## config.mk

```make
export PLATFORM = sky130hd
export DESIGN_NAME = dual_irq_ctrl
export DESIGN_NICKNAME = d
export VERILOG_FILES = /design/src/rtl/dual_irq_pkg.sv /design/src/rtl/dual_irq_decode.sv /design/src/rtl/dual_irq_datapath.sv /design/src/rtl/dual_irq_ctrl.sv
export SDC_FILE = /design/constraint.sdc
export NUM_CORES = 1
export LEC_CHECK = 0
export ABC_AREA = 1
export CORE_ASPECT_RATIO = 0.9
export CORE_MARGIN = 1
export CORE_UTILIZATION = 60
export DETAILED_ROUTE_END_ITERATION = 8
export DONT_BUFFER_PORTS = 1
export PLACE_DENSITY = 0.74
export REMOVE_ABC_BUFFERS = 1
export SLEW_MARGIN = 15
export SYNTH_ARGS = -nofsm -noshare
export SYNTH_HDL_FRONTEND = slang
export SYNTH_SLANG_ARGS = --single-unit
```

## constraint.sdc

```tcl
create_clock -name clk -period 1.78 [get_ports clk]
set_input_delay 0 -clock clk [delete_from_list [all_inputs] [get_ports clk]]
set_output_delay 0 -clock clk [all_outputs]
set_load 0.005 [all_outputs]
```

## src/rtl/dual_irq_pkg.sv

```systemverilog
`timescale 1ns/1ps
package dual_irq_pkg;
  localparam int BANKS        = 2;
  localparam int LINES        = 32;
  localparam int CLASSES      = 2;
  localparam int UNITS        = BANKS * CLASSES;
  localparam int UNIT_IDX_W   = $clog2(UNITS);
  localparam int ADDR_W       = 8;
  localparam int DATA_W       = LINES;
  localparam int TOTAL_LINES  = BANKS * LINES;
  localparam int CLASS_STRIDE = 'h20;
  localparam int BANK_STRIDE  = 'h60;
  localparam int GROUP_WORDS  = 6;
  localparam int CLASS_IRQ    = 0;
  localparam int CLASS_FIQ    = 1;

  typedef enum logic [2:0] {
    FLD_SRC  = 3'd0,
    FLD_ENA  = 3'd1,
    FLD_CLR  = 3'd2,
    FLD_MODE = 3'd3,
    FLD_POL  = 3'd4,
    FLD_STAT = 3'd5,
    FLD_NONE = 3'd7
  } regField_e;

  typedef struct packed {
    logic [UNITS-1:0]      wrEna;
    logic [UNITS-1:0]      wrClr;
    logic [UNITS-1:0]      wrMode;
    logic [UNITS-1:0]      wrPol;
    logic [UNIT_IDX_W-1:0] rdUnit;
    regField_e             rdField;
  } regStrobe_t;

  function automatic int unitBase(int u);
    return (u / CLASSES) * BANK_STRIDE + (u % CLASSES) * CLASS_STRIDE;
  endfunction
endpackage

```

## src/rtl/dual_irq_decode.sv

```systemverilog
`timescale 1ns/1ps
module dual_irq_decode
  import dual_irq_pkg::*;
(
  input  logic [ADDR_W-1:0] busAddr,
  input  logic              busWrEn,
  output regStrobe_t        strobe
);
  logic [UNITS-1:0] unitHit;
  logic [2:0]       unitWord [UNITS];

  for (genvar u = 0; u < UNITS; u++) begin : g_unit
    localparam logic [ADDR_W-1:0] BASE  = ADDR_W'(unitBase(u));
    localparam logic [ADDR_W-1:0] LIMIT = ADDR_W'(unitBase(u) + GROUP_WORDS * 4);
    logic [ADDR_W-1:0] relAddr;
    assign relAddr     = busAddr - BASE;
    assign unitHit[u]  = (busAddr[1:0] == 2'b00) && (busAddr >= BASE) && (busAddr < LIMIT);
    assign unitWord[u] = relAddr[4:2];
  end

  always_comb begin
    strobe         = '0;
    strobe.rdField = FLD_NONE;
    for (int u = 0; u < UNITS; u++) begin
      if (unitHit[u]) begin
        strobe.rdUnit  = UNIT_IDX_W'(u);
        strobe.rdField = regField_e'(unitWord[u]);
        if (busWrEn) begin
          case (unitWord[u])
            3'd1:    strobe.wrEna[u]  = 1'b1;
            3'd2:    strobe.wrClr[u]  = 1'b1;
            3'd3:    strobe.wrMode[u] = 1'b1;
            3'd4:    strobe.wrPol[u]  = 1'b1;
            default: ;
          endcase
        end
      end
    end
  end
endmodule

```

## src/rtl/dual_irq_datapath.sv

```systemverilog
`timescale 1ns/1ps
module dual_irq_datapath
  import dual_irq_pkg::*;
(
  input  logic                   clk,
  input  logic                   rstN,
  input  logic [TOTAL_LINES-1:0] irqLines,
  input  logic [DATA_W-1:0]      busWrData,
  input  regStrobe_t             strobe,
  output logic [DATA_W-1:0]      busRdData,
  output logic                   irqReq,
  output logic                   fiqReq
);
  logic [TOTAL_LINES-1:0]        prevPin;
  logic [UNITS-1:0][LINES-1:0]   srcArr, enaArr, modeArr, polArr;
  logic [UNITS-1:0]              pend;
  logic                          irqAny, fiqAny;

  always_ff @(posedge clk or negedge rstN) begin
    if (!rstN) prevPin <= '0;
    else       prevPin <= irqLines;
  end

  for (genvar u = 0; u < UNITS; u++) begin : g_grp
    localparam int BANK = u / CLASSES;
    logic [LINES-1:0] srcQ, enaQ, modeQ, polQ;
    logic [LINES-1:0] actNow, actOld, edgeHit, clrMask, srcNext;

    assign actNow  = irqLines[BANK*LINES +: LINES] ^ polQ;
    assign actOld  = prevPin[BANK*LINES +: LINES] ^ polQ;
    assign edgeHit = actNow & ~actOld;
    assign clrMask = strobe.wrClr[u] ? busWrData : '0;
    assign srcNext = (modeQ & ((srcQ & ~clrMask) | edgeHit)) | (~modeQ & actNow);

    always_ff @(posedge clk or negedge rstN) begin
      if (!rstN) begin
        srcQ  <= '0;
        enaQ  <= '0;
        modeQ <= '0;
        polQ  <= '0;
      end else begin
        srcQ <= srcNext;
        if (strobe.wrEna[u])  enaQ  <= busWrData;
        if (strobe.wrMode[u]) modeQ <= busWrData;
        if (strobe.wrPol[u])  polQ  <= busWrData;
      end
    end

    assign srcArr[u]  = srcQ;
    assign enaArr[u]  = enaQ;
    assign modeArr[u] = modeQ;
    assign polArr[u]  = polQ;
    assign pend[u]    = |(srcQ & enaQ);
  end

  always_comb begin
    irqAny = 1'b0;
    fiqAny = 1'b0;
    for (int u = 0; u < UNITS; u++) begin
      if ((u % CLASSES) == CLASS_IRQ) irqAny = irqAny | pend[u];
      if ((u % CLASSES) == CLASS_FIQ) fiqAny = fiqAny | pend[u];
    end
  end

  always_ff @(posedge clk or negedge rstN) begin
    if (!rstN) begin
      irqReq <= 1'b0;
      fiqReq <= 1'b0;
    end else begin
      irqReq <= irqAny;
      fiqReq <= fiqAny;
    end
  end

  always_comb begin
    case (strobe.rdField)
      FLD_SRC:  busRdData = srcArr[strobe.rdUnit];
      FLD_ENA:  busRdData = enaArr[strobe.rdUnit];
      FLD_MODE: busRdData = modeArr[strobe.rdUnit];
      FLD_POL:  busRdData = polArr[strobe.rdUnit];
      FLD_STAT: busRdData = srcArr[strobe.rdUnit] & enaArr[strobe.rdUnit];
      default:  busRdData = '0;
    endcase
  end
endmodule

```

## src/rtl/dual_irq_ctrl.sv

```systemverilog
`timescale 1ns/1ps
module dual_irq_ctrl
  import dual_irq_pkg::*;
(
  input  logic                   clk,
  input  logic                   rstN,
  input  logic [TOTAL_LINES-1:0] irqLines,
  input  logic [ADDR_W-1:0]      busAddr,
  input  logic                   busWrEn,
  input  logic [DATA_W-1:0]      busWrData,
  output logic [DATA_W-1:0]      busRdData,
  output logic                   irqReq,
  output logic                   fiqReq
);
  regStrobe_t strobe;

  dual_irq_decode decode_i (
    .busAddr (busAddr),
    .busWrEn (busWrEn),
    .strobe  (strobe)
  );

  dual_irq_datapath datapath_i (
    .clk       (clk),
    .rstN      (rstN),
    .irqLines  (irqLines),
    .busWrData (busWrData),
    .strobe    (strobe),
    .busRdData (busRdData),
    .irqReq    (irqReq),
    .fiqReq    (fiqReq)
  );
endmodule

```

# Word level (Yosys, flattened, before mapping)
# Cells that the tools add are included.
# totals
reg_bits,578
latch_bits,0
ram_bits,0
rom_bits,0
out_inout_bits,34
mem_count,0
# classes
add_sub_neg,3
multipliers,0
div,0
magnitude_cmp,9
n_eq_ne,20
shift,0
mux,64
n_bitwise,51
reduce_logical,14
# ops
cell,count
bitwise AND 32 bit,21
inverter 32 bit,12
binary-select mux 32 bit (select 2 bit),4
2-to-1 mux 32 bit,8
OR 32 bit,8
bitwise XOR 32 bit,8
one-hot mux 32 bit (5 select lines),1
OR reduction 32 bit,4
2-to-1 mux 1 bit,47
equality test 3 x 2 -> 1 bit (second input constant),9
equality test 3 bit (second input constant),6
equality test 3 x 1 -> 1 bit (second input constant),5
2-to-1 mux 5 bit,3
subtractor 5 x 1 -> 5 bit (second input constant),3
greater-or-equal comparator 8 x 1 -> 1 bit (second input constant),1
greater-or-equal comparator 8 x 6 -> 1 bit (second input constant),1
greater-or-equal comparator 8 x 7 -> 1 bit (second input constant),1
greater-or-equal comparator 8 bit (second input constant),1
logical AND 1 bit,8
< comparator 8 x 5 -> 1 bit (second input constant),1
< comparator 8 x 6 -> 1 bit (second input constant),1
< comparator 8 x 7 -> 1 bit (second input constant),1
< comparator 8 bit (second input constant),1
2-to-1 mux 6 bit,1
4 further kinds,5

# Logic depth before layout (Yosys ltp)
# Gate-level depths: netlist (run 1).
# logic_depth
word_depth,11
depth_mapped,14

# Hierarchy
# A second synthesis (run 1) with hierarchy kept.
# unflattened
cells_unflattened,3852
area_unflattened_um2,30187.7
# by_module_without_submodules
mod,instances,cells_each,area_each_um2
dual_irq_datapath,1,3802,29956.2
dual_irq_decode,1,50,231.5

# Worst setup path before layout (run 1)
# OpenSTA, ideal clock, no wires.
# synth_timing
kind,input port to flip-flop
from,input busAddr[1]
to,register datapath_i.g_grp[3].srcQ[12]
setup_time_ps,126
arrival_ps,1222
path_slack_ps,432
cell_stages,8
n_path_buf,1
path_cell_list,nor2_1 -> nand2_1 -> inv_2 -> nand2_2 -> nor2_1 -> clkbuf_1 -> nand2_1 -> a311o_1
# synth_via
elab_chain_len,11
elab_cells_between_ends,16
classes_between,1 x add/sub; 2 x order compare; 1 x eq/ne; 4 x mux; 5 x bitwise; 3 x reduce/logical
# synth_lines
element,line,text
start: declaration,dual_irq_ctrl.sv:8,"input logic [ADDR_W-1:0] busAddr,"
subtractor 5 x 1 -> 5 bit,dual_irq_decode.sv:16,assign relAddr = busAddr - BASE;
equality test 3 x 2 -> 1 bit,dual_irq_decode.sv:29,case (unitWord[u])
2-to-1 mux 1 bit,dual_irq_decode.sv:29,
2-to-1 mux 1 bit,dual_irq_decode.sv:28,if (busWrEn) begin
2-to-1 mux 1 bit (*),dual_irq_decode.sv:25,if (unitHit[u]) begin
2-to-1 mux 32 bit (*),dual_irq_datapath.sv:32,assign clrMask = strobe.wrClr[u] ? busWrData : '0;
inverter 32 bit (*),dual_irq_datapath.sv:33,assign srcNext = (modeQ & ((srcQ & ~clrMask) | edgeHit)) | (~modeQ & actNow);
bitwise AND 32 bit (*),dual_irq_datapath.sv:33,
OR 32 bit (*),dual_irq_datapath.sv:33,
bitwise AND 32 bit (*),dual_irq_datapath.sv:33,
OR 32 bit (*),dual_irq_datapath.sv:33,
via datapath_i.g_grp[3].srcNext[12],dual_irq_datapath.sv:27,"logic [LINES-1:0] actNow, actOld, edgeHit, clrMask, srcNext;"
end signal: assignment,dual_irq_datapath.sv:42,srcQ <= srcNext;
end: declaration,dual_irq_datapath.sv:26,"logic [LINES-1:0] srcQ, enaQ, modeQ, polQ;"
# Mark *: on every way through the listed nets, which the timed path passes. The rest lies on a longest branch.
# A chain may end at the register's enable or synchronous reset.

# Final worst setup path (run 1)
# layout_timing
from,register datapath_i.g_grp[0].srcQ[25]
to,register datapath_i.irqReq
# layout_via
elab_chain_len,3
# layout_lines
element,line,text
start: declaration,dual_irq_datapath.sv:26,
start signal: assignment,dual_irq_datapath.sv:42,
bitwise AND 32 bit,dual_irq_datapath.sv:53,assign pend[u] = |(srcQ & enaQ);
OR reduction 32 bit,dual_irq_datapath.sv:53,
OR 1 bit,dual_irq_datapath.sv:60,if ((u % CLASSES) == CLASS_IRQ) irqAny = irqAny | pend[u];
via datapath_i.irqAny,dual_irq_datapath.sv:17,"logic irqAny, fiqAny;"
end signal: assignment,dual_irq_datapath.sv:70,irqReq <= irqAny;
end: declaration,dual_irq_datapath.sv:11,"output logic irqReq,"
# The timed path passes the listed nets, and every way through them passes these cells.

==> results of run 1 <==
## synth_stat cells
cell         n  share of area (%)
a211o_1     13               0.38
a211oi_1    36               0.90
a21oi_1     18               0.30
a22o_1      23               0.67
a311o_1     18               0.60
and3_1       2              0.042
buf_1        4              0.050
buf_2       86                1.4
buf_4        3              0.075
buf_6        2              0.075
clkbuf_1   131                1.6
dfrtp_1    578                 48
inv_1      416                5.2
inv_2        5              0.063
nand2_1   1238                 16
nand2_2      2              0.042
nand3_1    679                 11
nand4_1     22               0.46
nor2_1      80                1.0
nor2_4       1              0.038
nor3_1      10               0.17
nor3_2       3               0.10
nor4_2       1              0.042
o211ai_1   194                4.9
o21ai_0    372                6.2
o21ai_1     20               0.33
or2_1        1              0.021
## power by group through the flow
stage                     Sequential [mW]  Clock (mW)  Combinational (mW)
after floorplan                      14.4           0                1.43
after global placement               14.5           0                1.92
after detailed placement             14.5           0                1.98
after CTS                            14.3        12.9                2.31
after global routing                 14.4        13.4                2.67
final                                14.3        12.8                2.39
## logic make-up after synthesis
logic type / Yosys count / share of synthesized area [%]
AOI/OAI and AO/OA: 694 / 14.29
buffers and inverters: 647 / 8.565
DFF: 578 / 48.34
and+or+nand+nor: 2039 / 28.81
## registers in the layout, indices dropped and copies added (netlist names)
signal and count:
datapath_i.irqReq 1, datapath_i.g_grp.enaQ 128, datapath_i.g_grp.modeQ 128, datapath_i.prevPin 64, datapath_i.g_grp.srcQ 128, datapath_i.g_grp.polQ 128, datapath_i.fiqReq 1
## routing by layer
| layer | vias to the layer above | routed length [um] | global-route usage (%) |
|---|---|---|---|
| met5 | - | 69 | 0 |
| met4 | 10 | 4374 | 16.82 |
| met3 | 312 | 9702 | 8.020 |
| met2 | 1444 | 41490 | 57.25 |
| met1 | 13350 | 39270 | 51.23 |
| li1 | 13270 | - | - |
## metrics by stage
step	TNS [ps]	setup WS, ps	util, %
finish	0	95.82	70.39
detailed placement	-11.03	-11.03	63.57
floorplan	-1077870	-8149	-
CTS	0	59.43	70.06
global placement	0	69.60	63.57
global route	-21.40	-17.83	70.38
## worst max path at each step
stage / end / start / cells after the start / slack (ps)
2_1_floorplan: busRdData[13] / busAddr[1] / 10 / -8150
4_1_cts: busRdData[5] / datapath_i.g_grp[2].polQ[5] / 8 / 60
6_report: datapath_i.irqReq / datapath_i.g_grp[0].srcQ[25] / 7 / 100
5_1_grt: busRdData[30] / busAddr[1] / 14 / -20
3_3_place_gp: busRdData[5] / busAddr[1] / 13 / 70
3_5_place_dp: busRdData[5] / busAddr[1] / 13 / -10
## placed cells by master (no fill, tap or decap), types with 3 or more instances in the layout
cell / count
clkbuf_8: 17
diode_2: 6
clkbuf_1: 18
clkinv_2: 10
a311o_1: 18
inv_1: 414
nand3_1: 679
clkbuf_16: 63
a22o_1: 23
nor3_4: 3
a211o_1: 13
nand2_2: 18
buf_6: 5
a211oi_1: 36
nor3_1: 6
nor2_1: 74
inv_2: 7
bufinv_16: 4
o211ai_1: 194
nand4_1: 22
dfrtp_1: 578
o21ai_1: 20
nand2_1: 1219
buf_4: 53
nor3_2: 4
o21ai_0: 372
dlygate4sd3_1: 120
buf_12: 49
nor2_4: 5
a21oi_1: 17
## timing repair
item	in CTS	in global routing
setup endpoints to repair	1	35
buffers inserted	0	3
gates resized for setup	1	22
pin swaps	0	7
hold endpoints to repair	1154	578
cloned	0	2
## cell type report
class | instances | area [sq um]
diodes | 6 | 15.01
clock inverters | 14 | 170.2
fillers | 4004 | 14550
inverters | 421 | 1580
flip-flops and latches | 578 | 14460
multi-input cells | 2733 | 13050
repair buffers | 230 | 2700
clock buffers | 95 | 1814
well taps | 632 | 790.8
==> run_results.csv, run 1 <==
group,metric,value,unit
critical_path,path_class,"flop to flop",
clock_tree,insertion_delay,630,ps
timing,slew_headroom,22.50,%
power_and_ir_drop,p_switching,7.308,mW
die,initial_core_util,60.89,%
drt,drt_iter0_drc,3104,
power_and_ir_drop,power_density,853.9,mW/mm^2
drt,drt_wl_total,94910,um
clock_tree,htreeDepth,2,
finish,drive_above_1_share,6.043,%
global_routing,grt_pass1_vias,26670,
drt,viasPerCell,6.027,
die,rows,77,
clock_tree,clk_pin_slew,60,ps
critical_path,cp_cell_sequence,"nand2_1 -> nand4_1 -> nor3_1 -> buf_4 -> nand2_1 -> nor2_1 -> nand2_2",
worst_hold_path,hold_path_class,"input pin to asynchronous set/reset pin",
power_and_ir_drop,comb_power_share,8.1,%
run_status,status,"complete, but fails checks",
placement,place_inst,4469,
drt,avgRoutedWirePerCell,20.15,um
critical_path,crit_top_cell,"nand2_1",
critical_path,worst_r2r_endpoint,"datapath_i.irqReq",
power_and_ir_drop,p_leak,15.75,nW
critical_path,slowest_delay,410,ps
timing,report.final.slew_viol_count,0,
power_and_ir_drop,peakVddDrop,0.7833,mV
drt,antenna_left,0,
timing,finalSetupViolCount,0,
critical_path,r2r_cells,7,
die,core_area,0.04913,sq mm
global_routing,antenna_found_initial,9,
drt,drc,0,
timing,max_freq,593.8,MHz
timing,finalHoldViolCount,578,
critical_path,r2r-start,"datapath_i.g_grp[0].srcQ[25]",
timing,worstMarginPinSlew,1163,ps
timing,finalClockSkew,6.810,ps
placement,port_buffers,0,
global_routing,grt_overflow,0,
critical_path,cpLargestDelayFamily,"simple AND/OR/NAND/NOR gates",
global_routing,grt_pass1_wl,147900,um
power_and_ir_drop,p_sw_share,24.75,%
clock_tree,root_buffer,"clkbuf_16",
clock_tree,cts_num_sinks,578,
drt,dr.pass1.iters,6,
placement,gp_congestion,0.8938,
power_and_ir_drop,seqPwrFrac,48.5,%
clock_tree,cts_buffers,59,
critical_path,required,2280,ps
clock_tree,cts_hold_buf,120,
synthesis,ys_ff_latch,578,
power_and_ir_drop,p_total,29.53,mW
critical_path,critPathSlowestCell,"dfrtp_1",
synthesis,netlist_instances,3958,
finish,fin_area,0.03459,sq mm
timing,fin_crit_sh,94.62,%
timing,min_period,1684,ps
synthesis,ys_warn_count,0,
global_routing,grt_max_degree,579,
placement,dpl-instance-area,0.03123,sq mm
synthesis,synth-seq-area-share,48.34,%
critical_path,arrival,2180,ps
die,io_pins,141,
global_routing,track_usage,37.32,%
die,die_area,0.05076,sq mm
critical_path,cp_max_fo,3,
critical_path,critical_path_buf_inv_count,1,
synthesis,ys_types,27,
synthesis,syn_area_per_cell,7.559,sq um
critical_path,end_kind,"flop",
drt,vias,28380,
power_and_ir_drop,power.internal,22.22,mW
finish,num-nets-final,4130,
critical_path,reg2reg_slack,100,ps
clock_tree,max-clock-path-buffers,3,
critical_path,crit_path_start_kind,"flop",
clock_tree,cts_tree,"built",
synthesis,syn_area,0.02992,sq mm
finish,syn2layout_area_growth,15.60,%
power_and_ir_drop,power.share.clock,43.4,%
die,fp.dieH,213.8,um
placement,hpwl,58510,um
flow_run,cap_violations,0,
finish,fin_cells,4709,
timing,holdWs,-920.6,ps
die,die_w,237.4,um
run_status,violations,"hold timing",
Power figures use the tool's default switching activity.
==> run 2: changes to the inputs <==
Settings changed: SYNTH_HIERARCHICAL from default to 1.
==> run 2 against run 1 <==
  * Via count shrank 2.2%
  * Global-route usage decreased by 1.0 points
  * Power rose by 5.4%
  * The run ends with hold timing, slew limit left
  * Critical endpoint is now busRdData[11]
  * Clock power down 4%
  * Critical path type is now input pin to primary output
  * Critical path depth grew 7
  * Final area is 0.37% lower
  * Largest power group unchanged
==> run_results.csv, run 2 <==
group,metric,value,unit
synthesis,synth-seq-area-share,47.91,%
global_routing,grt_overflow,0,
die,rows,77,
drt,antenna_left,0,
clock_tree,cts_buffers,59,
run_status,status,"complete, but fails checks",
drt,drt_wl_total,91550,um
worst_hold_path,hold_path_class,"input pin to asynchronous set/reset pin",
die,io_pins,141,
finish,multi_input_area,0.01340,sq mm
global_routing,grt_pass1_vias,26920,
timing,finalHoldViolCount,578,
synthesis,ys_types,24,
finish,drive_above_1_share,8.471,%
clock_tree,cts_tree,"built",
placement,pre_cts_ws,36.16,ps
placement,dpl-instance-area,0.03131,sq mm
die,fp.dieH,214.8,um
die,initial_core_util,61.08,%
global_routing,grt_pass1_wl,146400,um
die,die_w,238.4,um
synthesis,yosysTopAreaCellShare,47.91,%
critical_path,required,1780,ps
synthesis,ys_ff_latch,578,
synthesis,syn_area_per_cell,7.837,sq um
clock_tree,cts_num_sinks,578,
finish,layout_commonest_cell,"nand2_1",
synthesis,netlist_instances,3852,
global_routing,antenna_found_initial,8,
clock_tree,root_buffer,"clkbuf_16",
timing,tns,0,ps
drt,dr.pass1.iters,8,
finish,layout_common_cells,"nand2_1 (1177), nand3_1 (649), dfrtp_1 (578), inv_1 (412)",
placement,hpwl,57710,um
drt,avgRoutedWirePerCell,19.82,um
timing,worstMarginPinSlew,1711,ps
timing,report.final.slew_viol_count,105,
die,core_area,0.04942,sq mm
timing,rsz0062_at_grt,"true",
global_routing,grt_max_degree,579,
timing,min_period,1712,ps
power_and_ir_drop,peakVddDrop,0.7893,mV
synthesis,synthMostInstantiatedCell,"nand2_1",
critical_path,arrival,1710,ps
finish,seqCellArea,0.01446,sq mm
timing,finalClockSkew,31.81,ps
global_routing,track_usage,36.27,%
synthesis,ys_top_cells_by_count,"nand2_1 (1183), nand3_1 (649), dfrtp_1 (578)",
critical_path,end_kind,"primary output",
power_and_ir_drop,p_leak,16.66,nW
timing,fin_ws,68.30,ps
critical_path,path_class,"input pin to primary output",
synthesis,synth_edf_count,0,
timing,holdWs,-916.5,ps
synthesis,syn_area,0.03019,sq mm
finish,fill_cells,3921,
synthesis,ys_warn_count,6,
drt,drc,0,
placement,gp_congestion,0.9094,
synthesis,yosys.area.top_type,"dfrtp_1",
synthesis,synth-async-reset-ratio,100.0,%
critical_path,crit_path_start_kind,"input pin",
synthesis,synth_flop_cell,"dfrtp_1",
finish,fin_area,0.03446,sq mm
timing,slew_headroom,-14.04,%
critical_path,cp_max_fo,4,
power_and_ir_drop,p_total,31.14,mW
power_and_ir_drop,power_density,903.6,mW/mm^2
timing,finalSetupViolCount,0,
clock_tree,htreeDepth,2,
timing,max_freq,584.2,MHz
finish,syn2layout_area_growth,14.15,%
drt,drt_iter0_drc,2992,
flow_run,cap_violations,0,
clock_tree,max-clock-path-buffers,3,
die,die_area,0.05122,sq mm
timing,fin_crit_sh,96.16,%
drt,viasPerCell,6.008,
run_status,violations,"hold timing, slew limit",
clock_tree,clk_pin_slew,60,ps
finish,fin_util,69.72,%
clock_tree,insertion_delay,650,ps
finish,num-nets-final,4001,
placement,port_buffers,0,
synthesis,synth_area_leaders,"dfrtp_1 (48%), nand2_1 (15%), nand3_1 (11%)",
drt,vias,27750,
clock_tree,cts_hold_buf,117,
## run 2: worst max-delay path: stages
cell      delay (ps)
inv_1             90
nand2_1           70
nor2_2           140
nand2_4           80
nand3_2          150
nand2_2          110
buf_4            160
nor3_4           240
buf_6            170
clkbuf_4         200
nand3_1          100
nand2_1           70
nor2_1            40
nand2_1          100
## run 2: layout make-up
cell class	count	share of cell area (%)
Inverter	419	4.593
Timing Repair Buffer	197	6.561
Clock inverter	14	0.2687
Sequential cell	578	41.97
Clock buffer	96	5.243
Antenna cell	5	0.03631
Tap cell	671	2.436
Multi-Input combinational cell	2639	38.89
## run 2: routing by layer
metal  vias to the layer above  GRT usage [%]  routed length (um)
li1                      12820              -                   -
met1                     13260          50.10               36960
met2                      1405          56.35               41390
met3                       262          7.039                9423
met4                         4          14.87                3748
met5                         -              0                  23
## run 2: cells by family (layout without fill, tap and decap cells)
logic type | Yosys count | after routing | synth area share (%)
compound gates | 513 | 513 | 10.63
buf+inv | 635 | 726 | 8.314
flops | 578 | 578 | 47.91
mux | 128 | 128 | 4.775
other cells | 0 | 5 | 0
simple gates | 1998 | 1998 | 28.37
## run 2: worst paths after layout
kind | startpoint | to | slack, ps | depth (start not counted)
worst max-delay path | busAddr[5] | busRdData[11] | 70 | 14
worst min-delay path | rstN | datapath_i/g_grp[3].srcQ[19] | -920 | 0
worst max register to register | datapath_i/g_grp[0].srcQ[3] | datapath_i/irqReq | 280 | 8
worst min register to register | datapath_i/g_grp[3].enaQ[19] | datapath_i/g_grp[3].enaQ[19] | 520 | 1
max in group asynchronous | rstN | datapath_i/prevPin[36] | 1360 | 0
min in group clk | irqLines[16] | datapath_i/prevPin[16] | 30 | 1
## run 2: stage by stage
stage	hold WS (ps)	cells
3_5_place_dp	-265.2	4385
5_1_grt	-935.1	4617
6_report	-916.5	4619
4_1_cts	-930.3	4612
3_3_place_gp	-264.7	4385
2_1_floorplan	-295.6	3636
## run 2: timing repair
item,4_1_cts,5_1_grt
resized for setup,0,20
hold endpoints to repair,1154,578
setup buffers,0,1
endpoints found under the setup margin,0,32
## run 2: report_power, final
part	switching, mW	total (mW)	internal (mW)	leakage, nW
combinational	2.12	3.58	1.47	9.59
sequential	1.01	15.3	14.3	6.13
clock	5.36	12.3	6.91	0.943
total	8.49	31.1	22.6	16.7
